<file path="src/rtl/pause_pkg.sv">
package pause_pkg;
  // Per-channel handshake phase.
  typedef enum logic [1:0] {
    ST_IDLE    = 2'd0,
    ST_WAITACK = 2'd1,
    ST_COUNT   = 2'd2,
    ST_RELEASE = 2'd3
  } chan_state_e;
endpackage

</file>
<file path="src/rtl/pause_quanta_timer.sv">
// Loadable down-counter holding the remaining pause quanta.
module pause_quanta_timer #(
  parameter int QW = 16
) (
  input  logic          clk,
  input  logic          rst,
  input  logic          load,
  input  logic [QW-1:0] load_val,
  input  logic          dec,
  output logic [QW-1:0] value,
  output logic          is_zero
);
  logic [QW-1:0] cnt_q;

  always_ff @(posedge clk) begin
    if (rst)       cnt_q <= '0;
    else if (load) cnt_q <= load_val;
    else if (dec)  cnt_q <= cnt_q - 1'b1;
  end

  assign value   = cnt_q;
  assign is_zero = (cnt_q == '0);
endmodule

</file>
<file path="src/rtl/pause_release_timer.sv">
// Counts the cycles spent waiting for the acknowledge release.
module pause_release_timer #(
  parameter int LIMIT = 32
) (
  input  logic clk,
  input  logic rst,
  input  logic run,
  output logic done
);
  localparam int CW = (LIMIT > 1) ? $clog2(LIMIT) : 1;
  localparam logic [CW-1:0] LAST = CW'(LIMIT - 1);

  logic [CW-1:0] cnt_q;

  always_ff @(posedge clk) begin
    if (rst || !run)   cnt_q <= '0;
    else if (cnt_q != LAST) cnt_q <= cnt_q + 1'b1;
  end

  assign done = run && (cnt_q == LAST);
endmodule

</file>
<file path="src/rtl/pause_chan_unit.sv">
// One channel: accept, optional acknowledge wait, countdown, release.
module pause_chan_unit
  import pause_pkg::*;
#(
  parameter int QW           = 16,
  parameter int RELEASE_WAIT = 32
) (
  input  logic          clk,
  input  logic          rst,
  input  logic          frame_vld,
  input  logic [QW-1:0] frame_quanta,
  input  logic          chan_en,
  input  logic          ack_check_mode,
  input  logic          user_ack,
  input  logic          quanta_tick,
  output logic          pause_req,
  output chan_state_e   state_o,
  output logic [QW-1:0] timer_o
);
  chan_state_e state_q;
  logic        chk_q;
  logic        req_q;
  logic        accept;
  logic        tmr_zero;
  logic        tmr_dec;
  logic        rel_done;

  // Enable is looked at only in idle, so a running sequence is never cut.
  assign accept  = (state_q == ST_IDLE) && frame_vld && chan_en;
  assign tmr_dec = (state_q == ST_COUNT) && quanta_tick && !tmr_zero;

  pause_quanta_timer #(.QW(QW)) u_qtmr (
    .clk      (clk),
    .rst      (rst),
    .load     (accept),
    .load_val (frame_quanta),
    .dec      (tmr_dec),
    .value    (timer_o),
    .is_zero  (tmr_zero)
  );

  pause_release_timer #(.LIMIT(RELEASE_WAIT)) u_rtmr (
    .clk  (clk),
    .rst  (rst),
    .run  (state_q == ST_RELEASE),
    .done (rel_done)
  );

  always_ff @(posedge clk) begin
    if (rst) begin
      state_q <= ST_IDLE;
      chk_q   <= 1'b0;
      req_q   <= 1'b0;
    end else begin
      unique case (state_q)
        ST_IDLE: begin
          if (accept) begin
            req_q   <= 1'b1;
            chk_q   <= ack_check_mode;
            state_q <= ack_check_mode ? ST_WAITACK : ST_COUNT;
          end
        end
        ST_WAITACK: begin
          if (user_ack) state_q <= ST_COUNT;
        end
        ST_COUNT: begin
          if (tmr_zero) begin
            req_q   <= 1'b0;
            state_q <= chk_q ? ST_RELEASE : ST_IDLE;
          end
        end
        ST_RELEASE: begin
          if (!user_ack || rel_done) state_q <= ST_IDLE;
        end
        default: state_q <= ST_IDLE;
      endcase
    end
  end

  assign pause_req = req_q;
  assign state_o   = state_q;
endmodule

</file>
<file path="src/rtl/pause_handshake_ctrl.sv">
// Nine-channel pause request/acknowledge controller (global + priorities).
module pause_handshake_ctrl
  import pause_pkg::*;
#(
  parameter int NUM_PRIO     = 8,
  parameter int QW           = 16,
  parameter int RELEASE_WAIT = 32
) (
  input  logic                          clk,
  input  logic                          rst,
  input  logic [NUM_PRIO:0]             frame_vld,
  input  logic [(NUM_PRIO+1)*QW-1:0]    frame_quanta,
  input  logic [NUM_PRIO:0]             chan_en,
  input  logic                          ack_check_mode,
  input  logic [NUM_PRIO:0]             user_ack,
  input  logic                          quanta_tick,
  output logic [NUM_PRIO:0]             pause_req
);
  localparam int NUM_CH = NUM_PRIO + 1;

  chan_state_e   ch_state [NUM_CH];
  logic [QW-1:0] ch_timer [NUM_CH];

  for (genvar n = 0; n < NUM_CH; n++) begin : g_ch
    pause_chan_unit #(
      .QW           (QW),
      .RELEASE_WAIT (RELEASE_WAIT)
    ) u_ch (
      .clk            (clk),
      .rst            (rst),
      .frame_vld      (frame_vld[n]),
      .frame_quanta   (frame_quanta[n*QW +: QW]),
      .chan_en        (chan_en[n]),
      .ack_check_mode (ack_check_mode),
      .user_ack       (user_ack[n]),
      .quanta_tick    (quanta_tick),
      .pause_req      (pause_req[n]),
      .state_o        (ch_state[n]),
      .timer_o        (ch_timer[n])
    );
  end
endmodule

</file>
<file path="config.mk">
export PLATFORM = sky130hd
export DESIGN_NAME = pause_handshake_ctrl
export DESIGN_NICKNAME = d
export VERILOG_FILES = /design/src/rtl/pause_pkg.sv /design/src/rtl/pause_quanta_timer.sv /design/src/rtl/pause_release_timer.sv /design/src/rtl/pause_chan_unit.sv /design/src/rtl/pause_handshake_ctrl.sv
export SDC_FILE = /design/constraint.sdc
export NUM_CORES = 1
export LEC_CHECK = 0
export BUFFER_PORTS_ARGS = -buffer_cell sky130_fd_sc_hd__buf_2
export CORE_UTILIZATION = 52
export DETAILED_ROUTE_END_ITERATION = 10
export GPL_TIMING_DRIVEN = 0
export PLACE_DENSITY = 0.77
export SLEW_MARGIN = 20
export SYNTH_ARGS = -nofsm -noshare
export SYNTH_HDL_FRONTEND = slang
export SYNTH_HIERARCHICAL = 1
export SYNTH_SLANG_ARGS = --single-unit
</file>
<file path="constraint.sdc">
create_clock -name clk -period 2.8 [get_ports clk]
set_input_delay 0.28 -clock clk [delete_from_list [all_inputs] [get_ports clk]]
set_output_delay 0.28 -clock clk [all_outputs]
set_load 0.05 [all_outputs]
</file>
After elaboration in Yosys (flattened, before gate mapping)
Index checks and enable logic that the tools add are counted.

$add $sub $neg: 18. Eq/ne operators: 81. Muxes and demuxes: 100. Reduce and logical (&&, ||, !) cells: 153.

Operators with widths (count): 16-bit two-way mux (18); 16-bit zero test (9); 16-bit by 1-bit subtractor with 16-bit output (second input constant) (9); 2-bit two-way mux (46); 2-bit one-hot mux with 4 select lines (9); 2-bit by 1-bit != test with 1-bit output (second input constant) (27); 5-bit by 1-bit adder with 5-bit output (second input constant) (9); 5-bit == test (second input constant) (9); 1-bit logical AND (45); 5-bit != test (second input constant) (9); 2-bit == test (second input constant) (18); 4-bit AND reduction (9); 2-bit nonzero test (18); 1-bit zero test (27); 3-bit AND reduction (9); 2-bit by 1-bit == test with 1-bit output (second input constant) (9); 2-bit zero test (9); 1-bit logical OR (18); 1-bit two-way mux (18); 2-bit != test (second input constant) (9); 1-bit one-hot mux with 2 select lines (9); 2-bit AND reduction (9).

Flip-flop bits (word level): 225. Logic and storage cells: 397.

Longest topological paths before layout
Gate-level depths: netlist of run 1.

Depth in word-level cells: 5. Depth in mapped cells: 11. Gate-level depth less buffers: 10.

Modules after synthesis
Netlist of run 1, hierarchy kept.

Modules (own cells, without submodules): pause_quanta_timer (times used 9, cells each 99, area each 880.8 sq um); pause_release_timer (times used 9, cells each 23, area each 252.7 sq um); pause_chan_unit (times used 9, cells each 24, area each 210.2 sq um).

Worst setup path after synthesis of run 1
OpenSTA, ideal clock, no wires.

Path type: register to register. Start: register g_ch[0].u_ch.u_qtmr.cnt_q[5]. End: register g_ch[0].u_ch.u_qtmr.cnt_q[13]. Arrival time: 2637 ps. Data required time: 2721 ps. Path slack: 84 ps. Stages on the path, launching flop included: 12. Path buffers: 2. Clock period less this slack: 2716 ps. Cells stage by stage: dfxtp_1 or4_4 buf_6 or4b_1 nor3_2 inv_1 and3_1 or4b_1 buf_2 nor4_2 xnor2_1 a211oi_2.

Word-level cells in the longest chain between the ends: 4. Elaborated cells between the ends (all ways): 7. Classes of those cells: add/sub (1); mux (2); reduce/logical (4).

RTL lines: start, declared (RTL line pause_quanta_timer.sv:13) `logic [QW-1:0] cnt_q;`; start signal, assigned (RTL line pause_quanta_timer.sv:17) `else if (load) cnt_q <= load_val;`; start signal, assigned (RTL line pause_quanta_timer.sv:18) `else if (dec) cnt_q <= cnt_q - 1'b1;`; 16-bit zero test (RTL line pause_quanta_timer.sv:22) `assign is_zero = (cnt_q == '0);`; net g_ch[0].u_ch.tmr_zero (RTL line pause_chan_unit.sv:24) `logic tmr_zero;`; 1-bit zero test (RTL line pause_chan_unit.sv:30) `assign tmr_dec = (state_q == ST_COUNT) && quanta_tick && !tmr_zero;`; 1-bit logical AND (RTL line pause_chan_unit.sv:30); net g_ch[0].u_ch.tmr_dec (RTL line pause_chan_unit.sv:25) `logic tmr_dec;`; 2-bit nonzero test (no line).

The timed path passes the listed nets, and every way through them passes these cells. The select of a mux whose other input is x is not followed. A chain may end at the register's enable or synchronous reset.

Worst setup path in the final report of run 1
Start: register g_ch[8].u_ch.u_qtmr.cnt_q[6]. End: register g_ch[8].u_ch.u_qtmr.cnt_q[6].

Word-level cells in the longest chain between the ends: 4. Elaborated cells between the ends (all ways): 7. Classes of those cells: add/sub (1); mux (2); reduce/logical (4).

RTL lines (RTL line): start, declared (pause_quanta_timer.sv:13); start signal, assigned (pause_quanta_timer.sv:17); start signal, assigned (pause_quanta_timer.sv:18); 16-bit zero test (pause_quanta_timer.sv:22); net g_ch[8].u_ch.tmr_zero (pause_chan_unit.sv:24); 1-bit zero test (pause_chan_unit.sv:30); 1-bit logical AND (pause_chan_unit.sv:30); net g_ch[8].u_ch.tmr_dec (pause_chan_unit.sv:25); 2-bit nonzero test (no line).

The timed path passes the listed nets, and every way through them passes these cells. The select of a mux whose other input is x is not followed.

==> metrics.txt, run 1 <==
# TYPE chip_impl_metric gauge
chip_impl_metric{name="synthesis.instances",unit=""} 1314
chip_impl_metric{name="drt_first_pass_iters",unit=""} 5
chip_impl_metric{name="tritoncts_num_sinks",unit=""} 225
chip_impl_metric{name="grt_first_pass_wirelength",unit="um"} 48500
chip_impl_metric{name="clk_lat_worst_skew",unit="ps"} 530
chip_impl_metric{name="least_margin_pin_slew",unit="ps"} 614
chip_impl_metric{name="synth_warnings",unit=""} 6
chip_impl_metric{name="synth.avg_cell_area",unit="um2"} 9.20
chip_impl_metric{name="number_of_violations_of_the_max_capacitance_limit",unit=""} 0
chip_impl_metric{name="post_synth_edffs",unit=""} 0
chip_impl_info{name="cts_tree",value="yes"} 1
chip_impl_metric{name="fin_nets",unit=""} 1807
chip_impl_metric{name="row_count",unit=""} 55
chip_impl_info{name="endpoint_kind",value="flip-flop"} 1
chip_impl_metric{name="use_met3",unit="%"} 3.64
chip_impl_metric{name="grt_pass1_vias",unit=""} 10300
chip_impl_metric{name="critical_path_peak_fanout",unit=""} 6
chip_impl_info{name="run_status",value="finished clean"} 1
chip_impl_metric{name="synthDistinctLibCells",unit=""} 41
chip_impl_metric{name="ios",unit=""} 184
chip_impl_metric{name="post-synth-top-area-fraction",unit="%"} 37.2
chip_impl_metric{name="globalRouteMet2Util",unit="%"} 40.8
chip_impl_metric{name="die_width",unit="um"} 155
chip_impl_metric{name="fin_skew",unit="ps"} 12.6
chip_impl_metric{name="routability_driven_placement_congestion_ratio",unit=""} 0.854
chip_impl_metric{name="antenna_left",unit=""} 0
chip_impl_metric{name="initial_utilization",unit="%"} 53.3
chip_impl_metric{name="detail_route.wirelength",unit="um"} 29600
chip_impl_info{name="cts_root_buf",value="clkbuf_16"} 1
chip_impl_metric{name="initialDrtViolationCount",unit=""} 607
chip_impl_info{name="rsz0062_at_grt",value="yes"} 1
chip_impl_metric{name="p_leak",unit="uW"} 0.00615
chip_impl_metric{name="timing.final.crit_period",unit="ps"} 2770
chip_impl_metric{name="wl_per_cell",unit="um"} 15.5
chip_impl_metric{name="detailed_place_hpwl",unit="um"} 18900
chip_impl_metric{name="io_buffer_count",unit=""} 183
chip_impl_info{name="ys.flop_type",value="dfxtp_1"} 1
chip_impl_metric{name="global_router_s_overall_resource_usage",unit="%"} 24.2
chip_impl_metric{name="final-max-slew-violation-count",unit=""} 0
chip_impl_metric{name="asyncSetResetFlopFracSynth",unit="%"} 0
chip_impl_metric{name="flow.area_growth_from_synthesis",unit="%"} 26.7
chip_impl_metric{name="cts.reportedPaths.clkPinSlew",unit="ps"} 60
chip_impl_info{name="start_kind",value="flip-flop"} 1
chip_impl_info{name="hold_path_class",value="in2reg"} 1
chip_impl_metric{name="drive_above_1_share",unit="%"} 32.4
chip_impl_info{name="final_cell_mix",value="dfxtp_1, nor2_1, buf_2"} 1
chip_impl_metric{name="fin_crit_sh",unit="%"} 99.1
chip_impl_metric{name="overall_die_area",unit="um2"} 23900
chip_impl_metric{name="ys_ff_latch",unit=""} 225
chip_impl_metric{name="grt_antenna_before_repair",unit=""} 5
chip_impl_info{name="criticalPathCategory",value="reg2reg"} 1
chip_impl_metric{name="worst_slew_margin_rel",unit="%"} 59.1
chip_impl_metric{name="globalRoute.totalOverflow",unit=""} 0
chip_impl_metric{name="cp_data_arrival_time",unit="ps"} 3220
chip_impl_metric{name="clockBufferDepth",unit=""} 3
chip_impl_metric{name="core-area",unit="um2"} 22700
chip_impl_metric{name="groute.layer.met1.usage",unit="%"} 31.7
chip_impl_metric{name="setup-violations-final",unit=""} 0
chip_impl_metric{name="hold_viol_final",unit=""} 0
chip_impl_metric{name="post_drt_via_cell_ratio",unit=""} 5.66
chip_impl_metric{name="fp.dieH",unit="um"} 155
chip_impl_metric{name="finish.instance_area",unit="um2"} 15300
chip_impl_metric{name="synthesis.area",unit="um2"} 12100
chip_impl_metric{name="upper_clock_frequency_limit",unit="MHz"} 360
chip_impl_info{name="top_post_synthesis_cells_by_area",value="dfxtp_1, xnor2_1, nor2_1, a211oi_1, nor4_2"} 1
chip_impl_metric{name="h_tree_levels",unit=""} 1
chip_impl_info{name="synth_area_leader_cell",value="dfxtp_1"} 1
chip_impl_metric{name="placed_area",unit="um2"} 13400
chip_impl_info{name="grt_busiest_layer",value="met2"} 1
chip_impl_metric{name="synth-seq-area-share",unit="%"} 37.2
chip_impl_metric{name="detailroute.via_count",unit=""} 10800
chip_impl_metric{name="grt_max_degree",unit=""} 57
chip_impl_metric{name="cts_made_buffers",unit=""} 26
chip_impl_metric{name="route.detailed.drc",unit=""} 0
chip_impl_metric{name="synth_nets",unit=""} 1516
chip_impl_info{name="mostFrequentLayoutCell",value="dfxtp_1"} 1
chip_impl_metric{name="finalSetupTns",unit="ps"} 0
chip_impl_metric{name="power_density",unit="nW/um2"} 578
chip_impl_metric{name="worst-endpoint-required",unit="ps"} 3240
chip_impl_metric{name="ir_worst_vdd",unit="V"} 0.000392
==> kinds of logic after synthesis <==
logic type               after synthesis  share of synthesized area [%]
AO/OA/AOI/OAI                        243                           13.9
XOR/XNOR                             126                           9.12
adder cells (fa/ha/maj)               27                           2.79
buffers and inverters                 90                           4.00
flip-flops                           225                           37.2
multiplexers                          27                           2.23
AND/OR/NAND/NOR                      576                           30.7
==> sequential cells by signal, indices dropped and copies added, names as in the netlist <==
name	cells
g_ch.u_ch/state_o	18
g_ch.u_ch/chk_q	9
g_ch.u_ch/u_qtmr/value	144
g_ch.u_ch/pause_req	9
g_ch.u_ch/u_rtmr/cnt_q	45
==> through the flow <==
step / worst slack (ps) / util, % / hold slack [ps] / total power, uW / cells
finish: 25.9 / 67.5 / 15.1 / 8860 / 1914
detailed placement: -222 / 59.0 / 473 / 5170 / 1783
global route: -109 / 67.5 / 7.37 / 9240 / 1913
global placement: -196 / 58.9 / 464 / 5130 / 1782
CTS: -27.0 / 66.3 / 1.08 / 8820 / 1901
floorplan: 84.0 / - / 349 / 4750 / 1314
==> metal layers <==
layer	vias to the layer above	share of wire [%]	wire length [um]
met3	39	5.1	1510
li1	5378	-	-
met2	294	48	14300
met1	5113	45	13200
met4	2	1.8	546
met5	-	0.037	11
==> cell usage after synthesis (all sizes together), types with 27 or more instances <==
cell type  instances
dfxtp            225
nor2             189
xnor2             90
a211oi            81
nand2             81
nor4              63
a21oi             54
buf               45
or3               45
inv               36
o21ai             36
xor2              36
a311oi            27
ha                27
mux2i             27
nor3              27
or4               27
==> where the power goes <==
group	total [uW]	internal, uW	switching, uW
logic	1820	889	930
clock network	3380	2030	1350
registers	3670	3430	233
total	8860	6350	2510
==> layout make-up <==
type                            count  area [um2]
Antenna cell                        4        10.0
Buffer                             46         334
Clock buffer                       37         783
Clock inverter                     11        80.1
Fill cell                        1795        7380
Inverter                           36         135
Multi-Input combinational cell    999        7410
Sequential cell                   225        4530
Tap cell                          285         357
Timing Repair Buffer              271        1680
==> repair_timing <==
action,CTS,global route
endpoints found under the hold margin,20,0
gates resized for setup,72,59
pin swaps,38,50
endpoints found under the setup margin,117,115
gates cloned,0,0
setup buffers,50,18
hold buffers,20,0
==> worst max-delay path: stages, from the launching register on <==
cell	delay, ps
dfxtp_2	320
or4_4	540
buf_8	140
or4b_4	540
nor3_4	160
inv_2	50
and3_4	170
nand3b_1	210
buf_6	150
nor4_2	40
xnor2_1	130
a211oi_1	220
==> path summary, 6_finish.rpt <==
path                                startpoint                           end  slack, ps  cells after the start
hold reg to reg         g_ch[6].u_ch/pause_req        g_ch[6].u_ch/pause_req        480                      2
setup / recovery  g_ch[8].u_ch/u_qtmr/value[6]  g_ch[8].u_ch/u_qtmr/value[6]         30                     11
setup reg to reg  g_ch[8].u_ch/u_qtmr/value[6]  g_ch[8].u_ch/u_qtmr/value[6]         30                     11
hold / removal                frame_quanta[96]  g_ch[6].u_ch/u_qtmr/value[0]         20                      3
No activity file was read; power rests on OpenSTA's default activity.
==> run 2, diff against run 1 <==
PLACE_DENSITY = unset   (was 0.77)
PLACE_DENSITY_LB_ADDON = 0.08   (was unset)
==> metrics.txt, run 2 (synthesized netlist as in run 1, its figures left out) <==
# TYPE chip_impl_metric gauge
chip_impl_metric{name="number_of_violations_of_the_max_capacitance_limit",unit=""} 0
chip_impl_info{name="mostFrequentLayoutCell",value="dfxtp_1"} 1
chip_impl_info{name="worst_r2r_startpoint",value="g_ch[6].u_ch/u_qtmr/value[6]"} 1
chip_impl_metric{name="placed_area",unit="um2"} 13400
chip_impl_metric{name="finish.instance_area",unit="um2"} 15200
chip_impl_info{name="critical_path.cell_chain",value="or4_4 -> buf_8 -> or4b_4 -> nor3_4 -> inv_2 -> and3_4 -> nand3b_1 -> buf_6 -> nor4_2 -> xnor2_1 -> a211oi_1"} 1
chip_impl_metric{name="cp_num_buf_inv",unit=""} 3
chip_impl_info{name="cts_root_buf",value="clkbuf_16"} 1
chip_impl_metric{name="critical_path_peak_fanout",unit=""} 6
chip_impl_metric{name="drt_first_pass_iters",unit=""} 5
chip_impl_metric{name="detailed_place_hpwl",unit="um"} 18900
chip_impl_metric{name="fin_skew",unit="ps"} 14.5
chip_impl_info{name="hold_path_class",value="in2reg"} 1
chip_impl_info{name="min_delay_worst_endpoint",value="g_ch[2].u_ch/u_qtmr/value[3]"} 1
chip_impl_info{name="criticalPathCategory",value="reg2reg"} 1
chip_impl_metric{name="power_density",unit="nW/um2"} 578
chip_impl_metric{name="setup-violations-final",unit=""} 0
chip_impl_metric{name="fp.dieH",unit="um"} 155
chip_impl_info{name="crit_path_top_delay_cell",value="or4_4"} 1
chip_impl_metric{name="worst-endpoint-required",unit="ps"} 3230
chip_impl_metric{name="ir_worst_vdd",unit="V"} 0.000481
chip_impl_metric{name="global_router_s_overall_resource_usage",unit="%"} 23.4
chip_impl_metric{name="hold_viol_final",unit=""} 0
chip_impl_metric{name="fin_nets",unit=""} 1804
chip_impl_info{name="reg2reg_to",value="g_ch[6].u_ch/u_qtmr/value[14]"} 1
chip_impl_metric{name="worst_path_largest_cell_delay",unit="ps"} 540
chip_impl_metric{name="clk_lat_worst_skew",unit="ps"} 520
chip_impl_metric{name="initial_utilization",unit="%"} 53.3
chip_impl_metric{name="final_core_utilization",unit="%"} 67.0
chip_impl_metric{name="flip_flop_count_of_the_largest_register_after_layout",unit=""} 144
chip_impl_metric{name="detailroute.via_count",unit=""} 10600
chip_impl_metric{name="final.setup.worst_slack",unit="ps"} 12.4
chip_impl_info{name="endpoint_kind",value="flip-flop"} 1
chip_impl_metric{name="detail_route.wirelength",unit="um"} 28600
chip_impl_metric{name="row_count",unit=""} 55
chip_impl_metric{name="grt_first_pass_wirelength",unit="um"} 47200
chip_impl_info{name="worst_path_top_cell_family_by_delay",value="simple AND/OR/NAND/NOR gates"} 1
chip_impl_metric{name="final-max-slew-violation-count",unit=""} 0
chip_impl_metric{name="upper_clock_frequency_limit",unit="MHz"} 359
chip_impl_info{name="worst_hold_launch",value="frame_quanta[35]"} 1
chip_impl_metric{name="p_leak",unit="uW"} 0.00612
chip_impl_info{name="run_status",value="finished clean"} 1
chip_impl_metric{name="grt_pass1_vias",unit=""} 10100
chip_impl_metric{name="h_tree_levels",unit=""} 1
chip_impl_info{name="final_cell_mix",value="dfxtp_1, nor2_1, buf_2"} 1
chip_impl_info{name="start_kind",value="flip-flop"} 1
chip_impl_info{name="worstSetupStartpoint",value="g_ch[6].u_ch/u_qtmr/value[6]"} 1
chip_impl_info{name="rsz0062_at_grt",value="yes"} 1
chip_impl_metric{name="cts.reportedPaths.clkPinSlew",unit="ps"} 60
chip_impl_metric{name="grt_antenna_before_repair",unit=""} 4
chip_impl_metric{name="routability_driven_placement_congestion_ratio",unit=""} 0.850
chip_impl_metric{name="post_drt_via_cell_ratio",unit=""} 5.57
chip_impl_metric{name="ios",unit=""} 184
chip_impl_metric{name="initialDrtViolationCount",unit=""} 513
chip_impl_metric{name="least_margin_pin_slew",unit="ps"} 628
chip_impl_metric{name="io_buffer_count",unit=""} 183
chip_impl_metric{name="cts_made_buffers",unit=""} 26
chip_impl_metric{name="dpl_worst_slack",unit="ps"} -214
chip_impl_metric{name="clockBufferDepth",unit=""} 3
chip_impl_metric{name="wl_per_cell",unit="um"} 15.0
chip_impl_metric{name="antenna_left",unit=""} 0
chip_impl_metric{name="grt_max_degree",unit=""} 70
chip_impl_metric{name="worstRegToRegCells",unit=""} 11
chip_impl_metric{name="worstHoldPathCells",unit=""} 3
chip_impl_metric{name="cp_data_arrival_time",unit="ps"} 3220
chip_impl_metric{name="core-area",unit="um2"} 22700
chip_impl_metric{name="tritoncts_num_sinks",unit=""} 225
chip_impl_metric{name="timing.final.crit_period",unit="ps"} 2790
chip_impl_metric{name="flow.area_growth_from_synthesis",unit="%"} 25.7
chip_impl_metric{name="die_width",unit="um"} 155
chip_impl_metric{name="finalSetupTns",unit="ps"} 0
chip_impl_metric{name="drive_above_1_share",unit="%"} 32.0
chip_impl_metric{name="worst_slew_margin_rel",unit="%"} 58.1
chip_impl_metric{name="rrSetupSlack",unit="ps"} 10
chip_impl_metric{name="fin_crit_sh",unit="%"} 99.6
chip_impl_metric{name="fin_total_pwr",unit="uW"} 8780
chip_impl_metric{name="route.detailed.drc",unit=""} 0
chip_impl_info{name="cts_tree",value="yes"} 1
chip_impl_metric{name="overall_die_area",unit="um2"} 23900
chip_impl_metric{name="globalRoute.totalOverflow",unit=""} 0
[run 2: cell types whose count changed in the layout (fill, tap and decap cells not counted), moves of 4 or more]
cell	delta
buf_4	+5
clkinv_2	-4
dlygate4sd3_1	-8
or4b_1	+4
or4b_4	-4
[run 2: per-stage QoR]
| stage | instances | hold WS, ps |
|---|---|---|
| final | 1908 | 11.2 |
| after floorplan | 1314 | 349 |
| after global routing | 1906 | 2.74 |
| after detailed placement | 1783 | 470 |
| after CTS | 1890 | 0.181 |
| after global placement | 1782 | 462 |
[run 2: tightest hold or removal path, cell delays in order]
cell and delay (ps):
buf_2 90, nand2_1 60, a21oi_1 50
[run 2: cell type report]
class / count / area [um2]
clock buffer: 38 / 787
tap: 285 / 357
timing repair buffer: 265 / 1600
sequential: 225 / 4530
multi-input combinational: 999 / 7350
inverter: 36 / 135
antenna: 4 / 10.0
clock inverter: 7 / 60.1
buffer: 49 / 368
fill: 1927 / 7500
[run 2: power by group]
part | switching (uW) | total, uW | internal [uW]
registers | 222 | 3660 | 3430
logic | 910 | 1790 | 878
clock network | 1320 | 3340 | 2020
[run 2: what timing repair did]
| item | CTS | global route |
|---|---|---|
| buffers inserted | 50 | 19 |
| endpoints found under the setup margin | 116 | 115 |
| gates resized for setup | 65 | 50 |
| hold buffers | 12 | 0 |
| pin swaps | 35 | 42 |
| hold endpoints to repair | 12 | 0 |
[run 2: worst max path at each step]
stage | endpoint | slack, ps | depth (start not counted)
2_1_floorplan | g_ch[0].u_ch/u_qtmr/value[13] | 80 | 11
3_3_place_gp | g_ch[4].u_ch/u_qtmr/value[15] | -220 | 11
3_5_place_dp | g_ch[4].u_ch/u_qtmr/value[15] | -210 | 11
4_1_cts | g_ch[0].u_ch/u_qtmr/value[15] | 2 | 11
5_1_grt | g_ch[6].u_ch/u_qtmr/value[14] | -90 | 11
6_report | g_ch[6].u_ch/u_qtmr/value[14] | 10 | 11
[run 2: layer usage]
metal	vias to the layer above	share of wire (%)	global-route usage [%]
met2	250	47	40.5
li1	5381	-	-
met3	30	5.0	3.70
met4	2	1.4	5.14
met1	4968	46	30.6
met5	-	0.045	0
